`src/rtl/apcu_pkg.sv`:
```
package apcu_pkg;

  // Bit positions that the control register decodes
  localparam int CLR_BIT = 7;
  localparam int DIR_BIT = 6;
  localparam int MODE_W  = 3;

  typedef struct packed {
    logic              dir;   // 0: count up, 1: count down
    logic [MODE_W-1:0] mode;  // 0: no stepping, k: window of 2^k
  } step_cfg_t;

endpackage

```
`src/rtl/apcu_rst_sync.sv`:
```
module apcu_rst_sync #(
  parameter int STAGES = 2
) (
  input  logic clk,
  input  logic rst_n,
  output logic rst_sync_n
);

  logic [STAGES-1:0] sync_q;
  logic [STAGES-1:0] sync_d;

  always_comb begin
    sync_d = {sync_q[STAGES-2:0], 1'b1};
  end

  always_ff @(posedge clk or negedge rst_n) begin
    if (!rst_n) begin
      sync_q <= '0;
    end else begin
      sync_q <= sync_d;
    end
  end

  assign rst_sync_n = sync_q[STAGES-1];

endmodule

```
`src/rtl/apcu_ctl_reg.sv`:
```
module apcu_ctl_reg
  import apcu_pkg::*;
#(
  parameter int DATA_W = 8
) (
  input  logic              clk,
  input  logic              rst_n,
  input  logic              wr_en,
  input  logic [DATA_W-1:0] wdata,
  output step_cfg_t         cfg,
  output logic              clr_req,
  output logic [DATA_W-1:0] rd_data
);

  // Only the direction bit and the mode field are kept; the rest are
  // reserved or self-clearing and never reach storage.
  localparam logic [DATA_W-1:0] KEEP_MASK =
    DATA_W'((1 << DIR_BIT) | ((1 << MODE_W) - 1));

  logic [DATA_W-1:0] ctl_q;
  logic [DATA_W-1:0] ctl_d;
  logic              ctl_en;

  always_comb begin
    ctl_en = wr_en;
    ctl_d  = wdata & KEEP_MASK;
  end

  always_ff @(posedge clk or negedge rst_n) begin
    if (!rst_n) begin
      ctl_q <= '0;
    end else if (ctl_en) begin
      ctl_q <= ctl_d;
    end
  end

  assign clr_req  = wr_en & wdata[CLR_BIT];
  assign cfg.dir  = ctl_q[DIR_BIT];
  assign cfg.mode = ctl_q[MODE_W-1:0];
  assign rd_data  = ctl_q;

endmodule

```
`src/rtl/apcu_stepper.sv`:
```
module apcu_stepper
  import apcu_pkg::*;
#(
  parameter int PTR_W = 4
) (
  input  logic [PTR_W-1:0] ptr_in,
  input  step_cfg_t        cfg,
  output logic             step_en,
  output logic [PTR_W-1:0] ptr_out
);

  localparam logic [PTR_W-1:0] ONE = PTR_W'(1);

  logic [PTR_W-1:0] win_mask;
  logic [PTR_W-1:0] moved;
  int               win_bits;

  always_comb begin
    // Window width in bits; modes beyond the pointer width use the whole pointer
    win_bits = (int'(cfg.mode) > PTR_W) ? PTR_W : int'(cfg.mode);
  end

  for (genvar gi = 0; gi < PTR_W; gi++) begin : g_mask
    assign win_mask[gi] = (gi < win_bits);
  end

  always_comb begin
    moved   = cfg.dir ? (ptr_in - ONE) : (ptr_in + ONE);
    ptr_out = (ptr_in & ~win_mask) | (moved & win_mask);
    step_en = (cfg.mode != '0);
  end

endmodule

```
`src/rtl/acc_ptr_unit.sv`:
```
module acc_ptr_unit
  import apcu_pkg::*;
#(
  parameter int PTR_W  = 4,
  parameter int DATA_W = 8
) (
  input  logic              clk,
  input  logic              rst_n,
  input  logic              ptr_wr,
  input  logic              ctl_wr,
  input  logic [DATA_W-1:0] wdata,
  input  logic              alu_done,
  output logic [DATA_W-1:0] ptr_rd_data,
  output logic [DATA_W-1:0] ctl_rd_data,
  output logic [PTR_W-1:0]  acc_sel
);

  logic             rst_core_n;
  step_cfg_t        cfg;
  logic             clr_req;
  logic             step_en;
  logic [PTR_W-1:0] stepped;
  logic [PTR_W-1:0] ptr_q;
  logic [PTR_W-1:0] ptr_d;
  logic             ptr_en;

  apcu_rst_sync #(.STAGES(2)) u_rst_sync (
    .clk        (clk),
    .rst_n      (rst_n),
    .rst_sync_n (rst_core_n)
  );

  apcu_ctl_reg #(.DATA_W(DATA_W)) u_ctl_reg (
    .clk     (clk),
    .rst_n   (rst_core_n),
    .wr_en   (ctl_wr),
    .wdata   (wdata),
    .cfg     (cfg),
    .clr_req (clr_req),
    .rd_data (ctl_rd_data)
  );

  // Steps with the stored settings, so a same-cycle control write is not yet seen
  apcu_stepper #(.PTR_W(PTR_W)) u_stepper (
    .ptr_in  (ptr_q),
    .cfg     (cfg),
    .step_en (step_en),
    .ptr_out (stepped)
  );

  // Priority: clear > enabled step > direct write > hold
  always_comb begin
    ptr_d  = ptr_q;
    ptr_en = 1'b0;
    if (clr_req) begin
      ptr_d  = '0;
      ptr_en = 1'b1;
    end else if (alu_done && step_en) begin
      ptr_d  = stepped;
      ptr_en = 1'b1;
    end else if (ptr_wr) begin
      ptr_d  = wdata[PTR_W-1:0];
      ptr_en = 1'b1;
    end
  end

  always_ff @(posedge clk or negedge rst_core_n) begin
    if (!rst_core_n) begin
      ptr_q <= '0;
    end else if (ptr_en) begin
      ptr_q <= ptr_d;
    end
  end

  assign acc_sel     = ptr_q;
  assign ptr_rd_data = DATA_W'(ptr_q);

endmodule

```
`config.mk`:
```
export PLATFORM = sky130hd
export DESIGN_NAME = acc_ptr_unit
export DESIGN_NICKNAME = d
export VERILOG_FILES = /design/src/rtl/apcu_pkg.sv /design/src/rtl/apcu_rst_sync.sv /design/src/rtl/apcu_ctl_reg.sv /design/src/rtl/apcu_stepper.sv /design/src/rtl/acc_ptr_unit.sv
export SDC_FILE = /design/constraint.sdc
export NUM_CORES = 1
export LEC_CHECK = 0
export CELL_PAD_IN_SITES_DETAIL_PLACEMENT = 0
export CELL_PAD_IN_SITES_GLOBAL_PLACEMENT = 1
export CORE_AREA = 2 2 44 46
export DETAILED_ROUTE_END_ITERATION = 12
export DIE_AREA = 0 0 46 48
export DONT_BUFFER_PORTS = 1
export GPL_TIMING_DRIVEN = 0
export HOLD_SLACK_MARGIN = 0.06
export PLACE_DENSITY = 0.81
export SLEW_MARGIN = 10
export SYNTH_ARGS = -nofsm -noshare
export SYNTH_HDL_FRONTEND = slang
export SYNTH_HIERARCHICAL = 1
export SYNTH_SLANG_ARGS = --single-unit
```
`constraint.sdc`:
```
create_clock -name clk -period 1.3 [get_ports clk]
set_clock_uncertainty 0.05 [all_clocks]
set_input_delay 0.13 -clock clk [delete_from_list [all_inputs] [get_ports clk]]
set_output_delay 0.13 -clock clk [all_outputs]
set_load 0.01 [all_outputs]
```
Word-level counts from Yosys, hierarchy flattened
Index checks and enable logic that the tools add are counted.
{"block": "totals", "reg_bits": 10, "out_inout_bits": 20, "word_cells": 27}
{"block": "classes", "n_addsub": 2, "order_cmp": 5, "n_mux": 8, "bitwise": 5, "reduce_logical": 4}
{"cell": "3-bit by 32-bit < comparator with 1-bit output, first input constant", "n": 2}
{"cell": "1-bit by 32-bit < comparator with 1-bit output, first input constant", "n": 1}
{"cell": "2-bit by 32-bit < comparator with 1-bit output, first input constant", "n": 1}
{"cell": "4-bit two-way mux", "n": 4}
{"cell": "4-bit AND", "n": 2}
{"cell": "3-bit nonzero test", "n": 2}
{"cell": "4-bit by 1-bit adder with 4-bit output, second input constant", "n": 1}
{"cell": "4-bit inverter", "n": 1}
{"cell": "4-bit bitwise OR", "n": 1}
{"cell": "4-bit by 1-bit subtractor with 4-bit output, second input constant", "n": 1}
{"cell": "3-bit > comparator, second input constant", "n": 1}
{"cell": "1-bit two-way mux", "n": 3}
{"cell": "3-bit two-way mux", "n": 1}
{"cell": "2-bit AND reduction", "n": 1}
{"cell": "1-bit AND", "n": 1}
{"cell": "1-bit logical AND", "n": 1}

Logic depth before layout (Yosys ltp)
Gate-level depths: netlist of the first run.
{"block": "logic_depth", "ltp_word": 8, "ltp_mapped": 6}

Hierarchy
The synthesis of the first run kept the hierarchy.
{"module": "acc_ptr_unit", "instances": 1, "cells_each": 27, "area_each_um2": 277.8}
{"module": "apcu_ctl_reg", "instances": 1, "cells_each": 18, "area_each_um2": 216.5}
{"module": "apcu_stepper", "instances": 1, "cells_each": 27, "area_each_um2": 205.2}
{"module": "apcu_rst_sync", "instances": 1, "cells_each": 3, "area_each_um2": 53.8}

Worst setup path after synthesis of the first run
No wires, ideal clock.
{"block": "synth_path", "kind": "register to register", "from": "reg u_ctl_reg.ctl_q[6] (netlist: u_ctl_reg/rd_data[6])", "to": "reg ptr_q[3] (netlist: acc_sel[3])", "setup_ns": 0.094, "arrival_time_ns": 1.731, "required_ns": 1.156, "path_slack_ns": -0.575, "path_stages_with_launch": 7, "path_buffers": 0, "synth_period_minus_slack_ns": 1.875, "cell_sequence": "dfrtp_1 -> ha_1 -> nand3_1 -> a2111o_1 -> o211ai_1 -> and3b_1 -> a211oi_1"}
{"block": "synth_via", "elab_chain_len": 5}
{"element": "start: declaration", "line_no": "apcu_ctl_reg.sv:20", "source": "logic [DATA_W-1:0] ctl_q;"}
{"element": "start signal: assignment", "line_no": "apcu_ctl_reg.sv:33", "source": "ctl_q <= ctl_d;"}
{"element": "4-bit two-way mux", "line_no": "apcu_stepper.sv:28", "source": "moved = cfg.dir ? (ptr_in - ONE) : (ptr_in + ONE);"}
{"element": "4-bit AND", "line_no": "apcu_stepper.sv:29", "source": "ptr_out = (ptr_in & ~win_mask) | (moved & win_mask);"}
{"element": "4-bit bitwise OR", "line_no": "apcu_stepper.sv:29"}
{"element": "named net stepped[3]", "line_no": "acc_ptr_unit.sv:22", "source": "logic [PTR_W-1:0] stepped;"}
{"element": "4-bit two-way mux", "line_no": "acc_ptr_unit.sv:58", "source": "end else if (alu_done && step_en) begin"}
{"element": "4-bit two-way mux", "line_no": "acc_ptr_unit.sv:55", "source": "if (clr_req) begin"}
{"element": "end signal: assignment", "line_no": "acc_ptr_unit.sv:71", "source": "ptr_q <= ptr_d;"}
{"element": "end: declaration", "line_no": "acc_ptr_unit.sv:23", "source": "logic [PTR_W-1:0] ptr_q;"}
The timed path passes the listed nets, and every way through them passes these cells.
A chain may end at the register's enable or synchronous reset.

Worst setup path after layout of the first run
Ends and elaborated chain as after synthesis.

==> insert_results.sql, run 1 <==
INSERT INTO impl_metrics (metric_group, metric, value, unit) VALUES
('power', 'power.leakage', '0.000492', 'uW'),
('grt', 'grt_pass1_vias', '570', ''),
('sta', 'hold_violations', '0', ''),
('grt', 'antenna_violations_before_repair', '0', ''),
('logic_synthesis', 'adder_cell_fraction_of_synth_area', '5.98', '%'),
('logic_synthesis', 'main_combinational_cell_family_by_area_after_synthesis', 'buffers and inverters', ''),
('grt', 'grt_overflow_total', '0', ''),
('power', 'total_power', '1260', 'uW'),
('logic_synthesis', 'syn_inst', '75', ''),
('sta', 'layout_worst_path_cycle_share', '140', '%'),
('sta', 'setup_violations', '4', ''),
('detailed_routing', 'routed_len_inst', '14.6', 'um'),
('sta', 'finalWorstPathRequiredPeriod', '1.82', 'ns'),
('detailed_routing', 'detailedRoute.firstIterationViolations', '4', ''),
('floorplan', 'floorplan.die.width', '46', 'um'),
('worst_setup_path', 'crit_path_start', 'u_ctl_reg/rd_data[6]$_DFFE_PN0P_', ''),
('placed_design', 'routabilityCongestion', '0.731', ''),
('logic_synthesis', 'yosys_warnings', '6', ''),
('worst_setup_path', 'critical_path_arrival', '1.96', 'ns'),
('worst_setup_path', 'crit-reg2reg-launch', 'u_ctl_reg/rd_data[6]$_DFFE_PN0P_', ''),
('logic_synthesis', 'post-synth-top-area-cell', 'sky130_fd_sc_hd__dfrtp_1', ''),
('worst_setup_path', 'critical_path_peak_fanout', '5', ''),
('logic_synthesis', 'ys.flop_type', 'sky130_fd_sc_hd__dfrtp_1', ''),
('outcome', 'status', 'complete, but fails checks', ''),
('worst_setup_path', 'path_cells', 'ha_4 > a21oi_2 > a2111o_1 > o211ai_1 > and3b_1 > a211oi_2', ''),
('worst_setup_path', 'cp-end-kind', 'flip-flop', ''),
('detailed_routing', 'postRouteAntennaNets', '0', ''),
('power', 'share_comb_of_total_power', '42.3', '%'),
('grt', 'global_route_wire_length_before_repair', '2790', 'um'),
('detailed_routing', 'number_of_remaining_drc_errors', '0', ''),
('power', 'ir_worst_vdd', '1.03', 'mV'),
('floorplan', 'rows', '15', ''),
('detailed_routing', 'drt_pass1_iterations', '4', ''),
('logic_synthesis', 'yosys_register_bits', '10', ''),
('floorplan', 'initial_core_utilization', '44.6', '%'),
('cts', 'cts_max_level', '1', ''),
('finish', 'final_cell_area', '1040', 'um2'),
('flow_run', 'drv.max_cap_violation_count', '0', ''),
('floorplan', 'design.portCount', '33', ''),
('logic_synthesis', 'seq_area_frac_synth', '33.2', '%'),
('logic_synthesis', 'synth_most_common_cell', 'sky130_fd_sc_hd__buf_4', ''),
('power', 'cellInternalPower', '837', 'uW'),
('sta', 'final_worst_path_setup_slack', '-0.518', 'ns'),
('logic_synthesis', 'netlist_area', '753', 'um2'),
('floorplan', 'core-area', '1690', 'um2'),
('cts', 'clkSlewWorstSetupHoldPaths', '0.07', 'ns'),
('grt', 'largest_net_degree_at_the_start_of_global_routing', '9', ''),
('logic_synthesis', 'compound_cell_area_share_of_the_yosys_netlist', '10.8', '%'),
('worst_setup_path', 'criticalPathCategory', 'reg -> reg', ''),
('cts', 'clkSinkCount', '10', ''),
('detailed_routing', 'vias', '594', ''),
('finish', 'antennaDiodeCount', '0', ''),
('sta', 'rsz0062_at_grt', 'yes', ''),
('power', 'clockPowerShare', '21.8', '%'),
('logic_synthesis', 'yosys-top-cells-area', 'sky130_fd_sc_hd__dfrtp_1 (33%), sky130_fd_sc_hd__buf_4 (16%), sky130_fd_sc_hd__mux2i_1 (8.0%)', ''),
('power', 'power.share.switching', '33.8', '%'),
('power', 'power_switching', '428', 'uW'),
('floorplan', 'fp.dieH', '48', 'um'),
('worst_setup_path', 'highest_cell_delay_on_the_worst_timing_path', '0.47', 'ns'),
('logic_synthesis', 'synth_edf_count', '0', ''),
('grt', 'grt_use_total', '19.3', '%'),
('placed_design', 'placement.cell_area', '831', 'um2'),
('worst_setup_path', 'worstSetupStartpointType', 'flip-flop', ''),
('sta', 'max_clock_freq', '0.550', 'GHz'),
('worst_setup_path', 'crit_path_top_delay_cell', 'sky130_fd_sc_hd__dfrtp_2', ''),
('logic_synthesis', 'yosys.area_share.xor_xnor', '2.33', '%'),
('outcome', 'failed_checks', 'negative setup slack', ''),
('sta', 'finalMaxSlewViolations', '0', ''),
('detailed_routing', 'avgViaCountPerCell', '4.99', ''),
('logic_synthesis', 'synth-simple-area-share', '13.6', '%'),
('power', 'seq_power_share', '35.9', '%');
-- layer usage --
layer  GRT usage (%)  vias to the layer above  wire length, um
met5               0                        -                0
met4            9.71                        0               65
met3            9.43                        6              160
met2            29.7                       33              814
met1            22.2                      262              703
li1                -                      293                -
-- power groups by stage --
stage	registers (uW)	clock network [uW]	logic, uW
floorplan	438	0	368
global placement	466	0	406
detailed placement	467	0	410
CTS	457	279	513
global route	467	307	594
finish	454	276	534
-- flip-flops by register name, summed over array words and instances, names as in the netlist --
register,flops
acc_sel,4
u_ctl_reg/rd_data,4
u_rst_sync/sync_q,2
-- cell usage in the layout, fill, tap and decap left out, types with 2 or more instances in the layout --
cell	n
sky130_fd_sc_hd__buf_4	25
sky130_fd_sc_hd__conb_1	9
sky130_fd_sc_hd__dlygate4sd3_1	8
sky130_fd_sc_hd__mux2i_1	6
sky130_fd_sc_hd__dfrtp_2	5
sky130_fd_sc_hd__dfrtp_1	5
sky130_fd_sc_hd__and3b_1	4
sky130_fd_sc_hd__a211oi_2	4
sky130_fd_sc_hd__mux2_2	4
sky130_fd_sc_hd__nand2_1	3
sky130_fd_sc_hd__clkbuf_4	3
sky130_fd_sc_hd__nand3b_1	3
sky130_fd_sc_hd__inv_2	2
sky130_fd_sc_hd__a21oi_1	2
sky130_fd_sc_hd__inv_1	2
sky130_fd_sc_hd__ha_4	2
-- repair_timing --
action,CTS,global route
endpoints found under the setup margin,4,4
setup buffers,7,2
endpoints found under the hold margin,10,0
resized for setup,11,1
pin swaps,3,2
gates cloned,0,0
hold buffers,8,0
-- cells by family (layout without fill, tap and decap cells) --
family | Yosys count | count (layout)
AO/OA/AOI/OAI | 11 | 11
XOR/XNOR | 2 | 2
adder cells (fa/ha/maj) | 3 | 3
buffers and inverters | 21 | 42
flip-flops | 10 | 10
multiplexers | 10 | 10
other | 3 | 9
AND/OR/NAND/NOR | 15 | 15
-- path summary, 6_finish.rpt --
check | to | slack [ns] | cells after the start
max reg2reg | acc_sel[3]$_DFFE_PN0P_ | -0.52 | 6
min reg2reg | acc_sel[3]$_DFFE_PN0P_ | 0.07 | 0
max | acc_sel[3]$_DFFE_PN0P_ | -0.52 | 6
min | acc_sel[3]$_DFFE_PN0P_ | 0.07 | 0
min in group clk | acc_sel[0]$_DFFE_PN0P_ | 0.07 | 2
max in group asynchronous | u_rst_sync/sync_q[1]$_DFF_PN0_ | 0.45 | 2
-- per-stage QoR --
stage | setup slack [ns] | cells | utilization [%] | hold slack [ns] | setup TNS (ns)
final | -0.518 | 119 | 61.9 | 0.0666 | -1.49
after global routing | -0.617 | 119 | 61.9 | 0.0738 | -1.83
after global placement | -0.598 | 98 | 49.2 | -0.216 | -1.84
after floorplan | -0.481 | 81 | - | -0.216 | -1.33
after detailed placement | -0.631 | 98 | 49.2 | -0.216 | -1.90
after CTS | -0.515 | 117 | 61.0 | 0.0719 | -1.55
-- area by class of cell --
type	instances	area, um2
timing repair buffer	17	148
buffer	17	125
inverter	4	15.0
multi-input combinational	50	443
tap	17	21.3
clock buffer	4	36.3
fill	152	644
sequential	10	256
-- critical path, delay by kind of cell, from the launching register on --
family | cells | cell delay (ns)
and+or+nand+nor | 1 | 0.21
adders and majority gates | 1 | 0.32
DFF | 1 | 0.47
AOI/OAI and AO/OA | 4 | 0.69
Note: power is estimated with default switching activity, not from simulation.
==> inputs of run 2 (changes only) <==
Settings changed: ABC_AREA set to 1, BUFFER_PORTS_ARGS set to -buffer_cell sky130_fd_sc_hd__buf_2, CORE_AREA 2 2 44 46 to 2 2 51 53, DIE_AREA 0 0 46 48 to 0 0 53 55, DONT_BUFFER_PORTS 1 to unset, PLACE_DENSITY 0.81 to 0.85, SLEW_MARGIN 10 to 25.
==> run 2 against run 1 <==
  * The flow still finishes with violations (negative setup slack)
  * Count of clock-buffer cells in the layout unchanged
  * Critical path depth up 4
  * Register-to-register slack better by 0.29 ns
  * Clock power about the same
  * Fmax up 19%
  * Final area up 7.1%
  * Synthesized cell count up 41%
  * Die area up 32%
  * Largest cell class unchanged
==> insert_results.sql, run 2 <==
INSERT INTO impl_metrics (metric_group, metric, value, unit) VALUES
('cts', 'clk_path_buf_depth', '2', ''),
('cts', 'cts_max_level', '1', ''),
('finish', 'fillerInstances', '250', ''),
('worst_setup_path', 'rr_worst_depth', '10', ''),
('outcome', 'status', 'complete, but fails checks', ''),
('placed_design', 'io_buffer_count', '22', ''),
('floorplan', 'floorplan.die.width', '53', 'um'),
('detailed_routing', 'detailedRoute.firstIterationViolations', '24', ''),
('grt', 'grt_pass1_vias', '668', ''),
('outcome', 'failed_checks', 'negative setup slack', ''),
('placed_design', 'placement.cell_area', '921', 'um2'),
('worst_setup_path', 'worst_flop_to_flop_path_endpoint', 'acc_sel[3]$_DFFE_PN0P_', ''),
('sta', 'max_clock_freq', '0.655', 'GHz'),
('sta', 'setup_violations', '4', ''),
('detailed_routing', 'number_of_remaining_drc_errors', '0', ''),
('placed_design', 'hpwlAfterDp', '1250', 'um'),
('worst_setup_path', 'highest_cell_delay_on_the_worst_timing_path', '0.45', 'ns'),
('worst_setup_path', 'critical_path_arrival', '1.63', 'ns'),
('worst_setup_path', 'cp-end-kind', 'flip-flop', ''),
('logic_synthesis', 'syn_inst', '106', ''),
('logic_synthesis', 'seq_area_frac_synth', '33.4', '%'),
('power', 'power.density_cell_area', '1050', 'nW/um2'),
('grt', 'antenna_violations_before_repair', '0', ''),
('power', 'ir_worst_vdd', '0.517', 'mV'),
('logic_synthesis', 'synth_most_common_cell', 'sky130_fd_sc_hd__nand2_1', ''),
('detailed_routing', 'drt_pass1_iterations', '4', ''),
('finish', 'seqCellArea', '256', 'um2'),
('grt', 'global_route_wire_length_before_repair', '2580', 'um'),
('detailed_routing', 'vias', '722', ''),
('detailed_routing', 'final_routed_wirelength_across_all_metal_layers', '1650', 'um'),
('logic_synthesis', 'yosysUniqueCellTypes', '18', ''),
('finish', 'mostFrequentLayoutCells', 'sky130_fd_sc_hd__nand2_1 (44), sky130_fd_sc_hd__buf_2 (21), sky130_fd_sc_hd__buf_4 (20)', ''),
('finish', 'fin_nets', '167', ''),
('floorplan', 'initial_core_utilization', '31.7', '%'),
('logic_synthesis', 'post-synth-top-area-cell', 'sky130_fd_sc_hd__dfrtp_1', ''),
('floorplan', 'die_area', '2920', 'um2'),
('power', 'power.leakage', '0.000657', 'uW'),
('worst_setup_path', 'worst_ep_required_time', '1.40', 'ns'),
('detailed_routing', 'postRouteAntennaNets', '0', ''),
('worst_setup_path', 'path_cells', 'ha_4 > or2_1 > nand2_1 > nand2_1 > nand3_1 > nand2_1 > nand3_1 > nand2_1 > nand2_1 > nand2_1', ''),
('finish', 'synthToLayoutAreaGrowth', '49.2', '%'),
('finish', 'antennaDiodeCount', '0', ''),
('logic_synthesis', 'post_synthesis_mean_instance_area', '7.07', 'um2'),
('sta', 'rsz0062_at_grt', 'yes', ''),
('logic_synthesis', 'yosys_warnings', '6', ''),
('floorplan', 'fp.dieH', '55', 'um'),
('placed_design', 'routabilityCongestion', '0.772', ''),
('sta', 'hold_violations', '0', ''),
('sta', 'final_worst_path_setup_slack', '-0.227', 'ns'),
('logic_synthesis', 'ys_async_sr_fraction', '100', '%'),
('finish', 'most_common_cell_after_layout_fill_and_taps_aside', 'sky130_fd_sc_hd__nand2_1', ''),
('logic_synthesis', 'synthTopCellsByCount', 'sky130_fd_sc_hd__nand2_1 (45), sky130_fd_sc_hd__buf_4 (16), sky130_fd_sc_hd__dfrtp_1 (10), sky130_fd_sc_hd__inv_1 (9), sky130_fd_sc_hd__nand3_1 (6)', ''),
('logic_synthesis', 'yosys-top-cells-area', 'sky130_fd_sc_hd__dfrtp_1 (33%), sky130_fd_sc_hd__nand2_1 (23%), sky130_fd_sc_hd__buf_4 (16%)', ''),
('detailed_routing', 'avgViaCountPerCell', '4.01', ''),
('floorplan', 'core-area', '2360', 'um2'),
('logic_synthesis', 'fraction_of_post_synthesis_cell_area_in_the_top_cell_type_by_area', '33.4', '%'),
('finish', 'multi_input_logic_area', '397', 'um2'),
('sta', 'finalSetupTns', '-0.678', 'ns'),
('logic_synthesis', 'synth_edf_count', '0', ''),
('worst_setup_path', 'crit_path_top_delay_cell', 'sky130_fd_sc_hd__dfrtp_2', ''),
('worst_setup_path', 'path_common_cell', 'sky130_fd_sc_hd__nand2_1', ''),
('floorplan', 'design.portCount', '33', ''),
('sta', 'holdWs', '0.0892', 'ns'),
('sta', 'finalWorstPathRequiredPeriod', '1.53', 'ns'),
('grt', 'grt_overflow_total', '0', ''),
('worst_setup_path', 'crit-reg2reg-launch', 'u_ctl_reg/rd_data[6]$_DFFE_PN0P_', ''),
('finish', 'post_route_cells_drive_above_1_share', '43.3', '%'),
('cts', 'cts_tree', 'yes', ''),
('cts', 'clkSlewWorstSetupHoldPaths', '0.07', 'ns'),
('finish', 'final_cell_area', '1120', 'um2'),
('grt', 'grt_use_total', '11.9', '%'),
('logic_synthesis', 'yosys_register_bits', '10', ''),
('worst_setup_path', 'worstSetupStartpointType', 'flip-flop', ''),
('finish', 'final_core_utilization', '47.3', '%'),
('logic_synthesis', 'ys.flop_type', 'sky130_fd_sc_hd__dfrtp_1', ''),
('cts', 'cts.root.buffer_cell', 'sky130_fd_sc_hd__clkbuf_4', ''),
('grt', 'largest_net_degree_at_the_start_of_global_routing', '9', ''),
('sta', 'layout_worst_path_cycle_share', '117', '%'),
('worst_setup_path', 'crit_path_start', 'u_ctl_reg/rd_data[6]$_DFFE_PN0P_', ''),
('worst_setup_path', 'criticalPathCategory', 'reg -> reg', ''),
('min_path', 'hp-class', 'reg -> async', ''),
('worst_setup_path', 'critical_path_peak_fanout', '4', ''),
('logic_synthesis', 'netlist_area', '749', 'um2'),
('floorplan', 'rows', '18', ''),
('cts', 'clkSinkCount', '10', ''),
('detailed_routing', 'routed_len_inst', '9.18', 'um'),
('worst_setup_path', 'reg2reg_slack', '-0.23', 'ns'),
('placed_design', 'pre_cts_ws', '-0.366', 'ns'),
('sta', 'finalMaxSlewViolations', '0', ''),
('flow_run', 'drv.max_cap_violation_count', '0', ''),
('cts', 'tritoncts.num_buffers', '3', ''),
('cts', 'clock_latency_late_sink', '0.26', 'ns');
run 2: critical path: cells and delay by family (launching register included):
kind | cells | cell delay, ns
adder cells (fa/ha/maj) | 1 | 0.23
flip-flops | 1 | 0.45
AND/OR/NAND/NOR | 9 | 0.68
run 2: cells by family (layout without fill, tap and decap cells):
logic type | count (synthesis) | in the layout | share of synthesized area [%]
XOR/XNOR | 2 | 2 | 2.34
AND/OR/NAND/NOR | 57 | 57 | 30.6
adder cells (fa/ha/maj) | 3 | 3 | 6.01
buffers and inverters | 27 | 65 | 21.5
other | 3 | 9 | 1.50
flip-flops | 10 | 10 | 33.4
AO/OA/AOI/OAI | 4 | 4 | 4.67
run 2: timing repair:
action	4_1_cts	5_1_grt
hold endpoints to repair	6	0
hold buffers	5	0
pin swaps	10	7
setup buffers	6	2
gates resized for setup	9	7
setup endpoints to repair	4	7
run 2: how the worst max path moves through the flow:
| stage | endpoint | slack [ns] | cells past startpoint |
|---|---|---|---|
| CTS | acc_sel[3]$_DFFE_PN0P_ | -0.24 | 10 |
| global placement | acc_sel[3]$_DFFE_PN0P_ | -0.34 | 10 |
| floorplan | acc_sel[3]$_DFFE_PN0P_ | -0.22 | 10 |
| finish | acc_sel[3]$_DFFE_PN0P_ | -0.23 | 10 |
| global route | acc_sel[3]$_DFFE_PN0P_ | -0.33 | 10 |
| detailed placement | acc_sel[3]$_DFFE_PN0P_ | -0.37 | 10 |
run 2: layout make-up:
cell class	instances	area share (%)
Multi-Input combinational cell	75	35.5
Sequential cell	10	22.9
Timing Repair Buffer	35	21.3
Buffer	15	10.1
Inverter	11	3.69
Tap cell	30	3.36
Clock buffer	4	3.24
run 2: routing by layer:
metal,up-vias,global-route usage (%),part of all wire [%]
li1,380,-,-
met1,323,13.4,43
met2,19,23.5,53
met3,0,0.806,4.5
met4,0,3.85,0
met5,-,0,0
run 2: power breakdown:
part           internal [uW]  switching [uW]
Sequential               349            46.0
Clock                    170             107
Combinational            258             240
Total                    777             394
run 2: per-stage QoR:
step	cells	power, uW
global placement	164	777
CTS	179	1150
global route	180	1260
detailed placement	164	790
floorplan	112	667
finish	180	1170
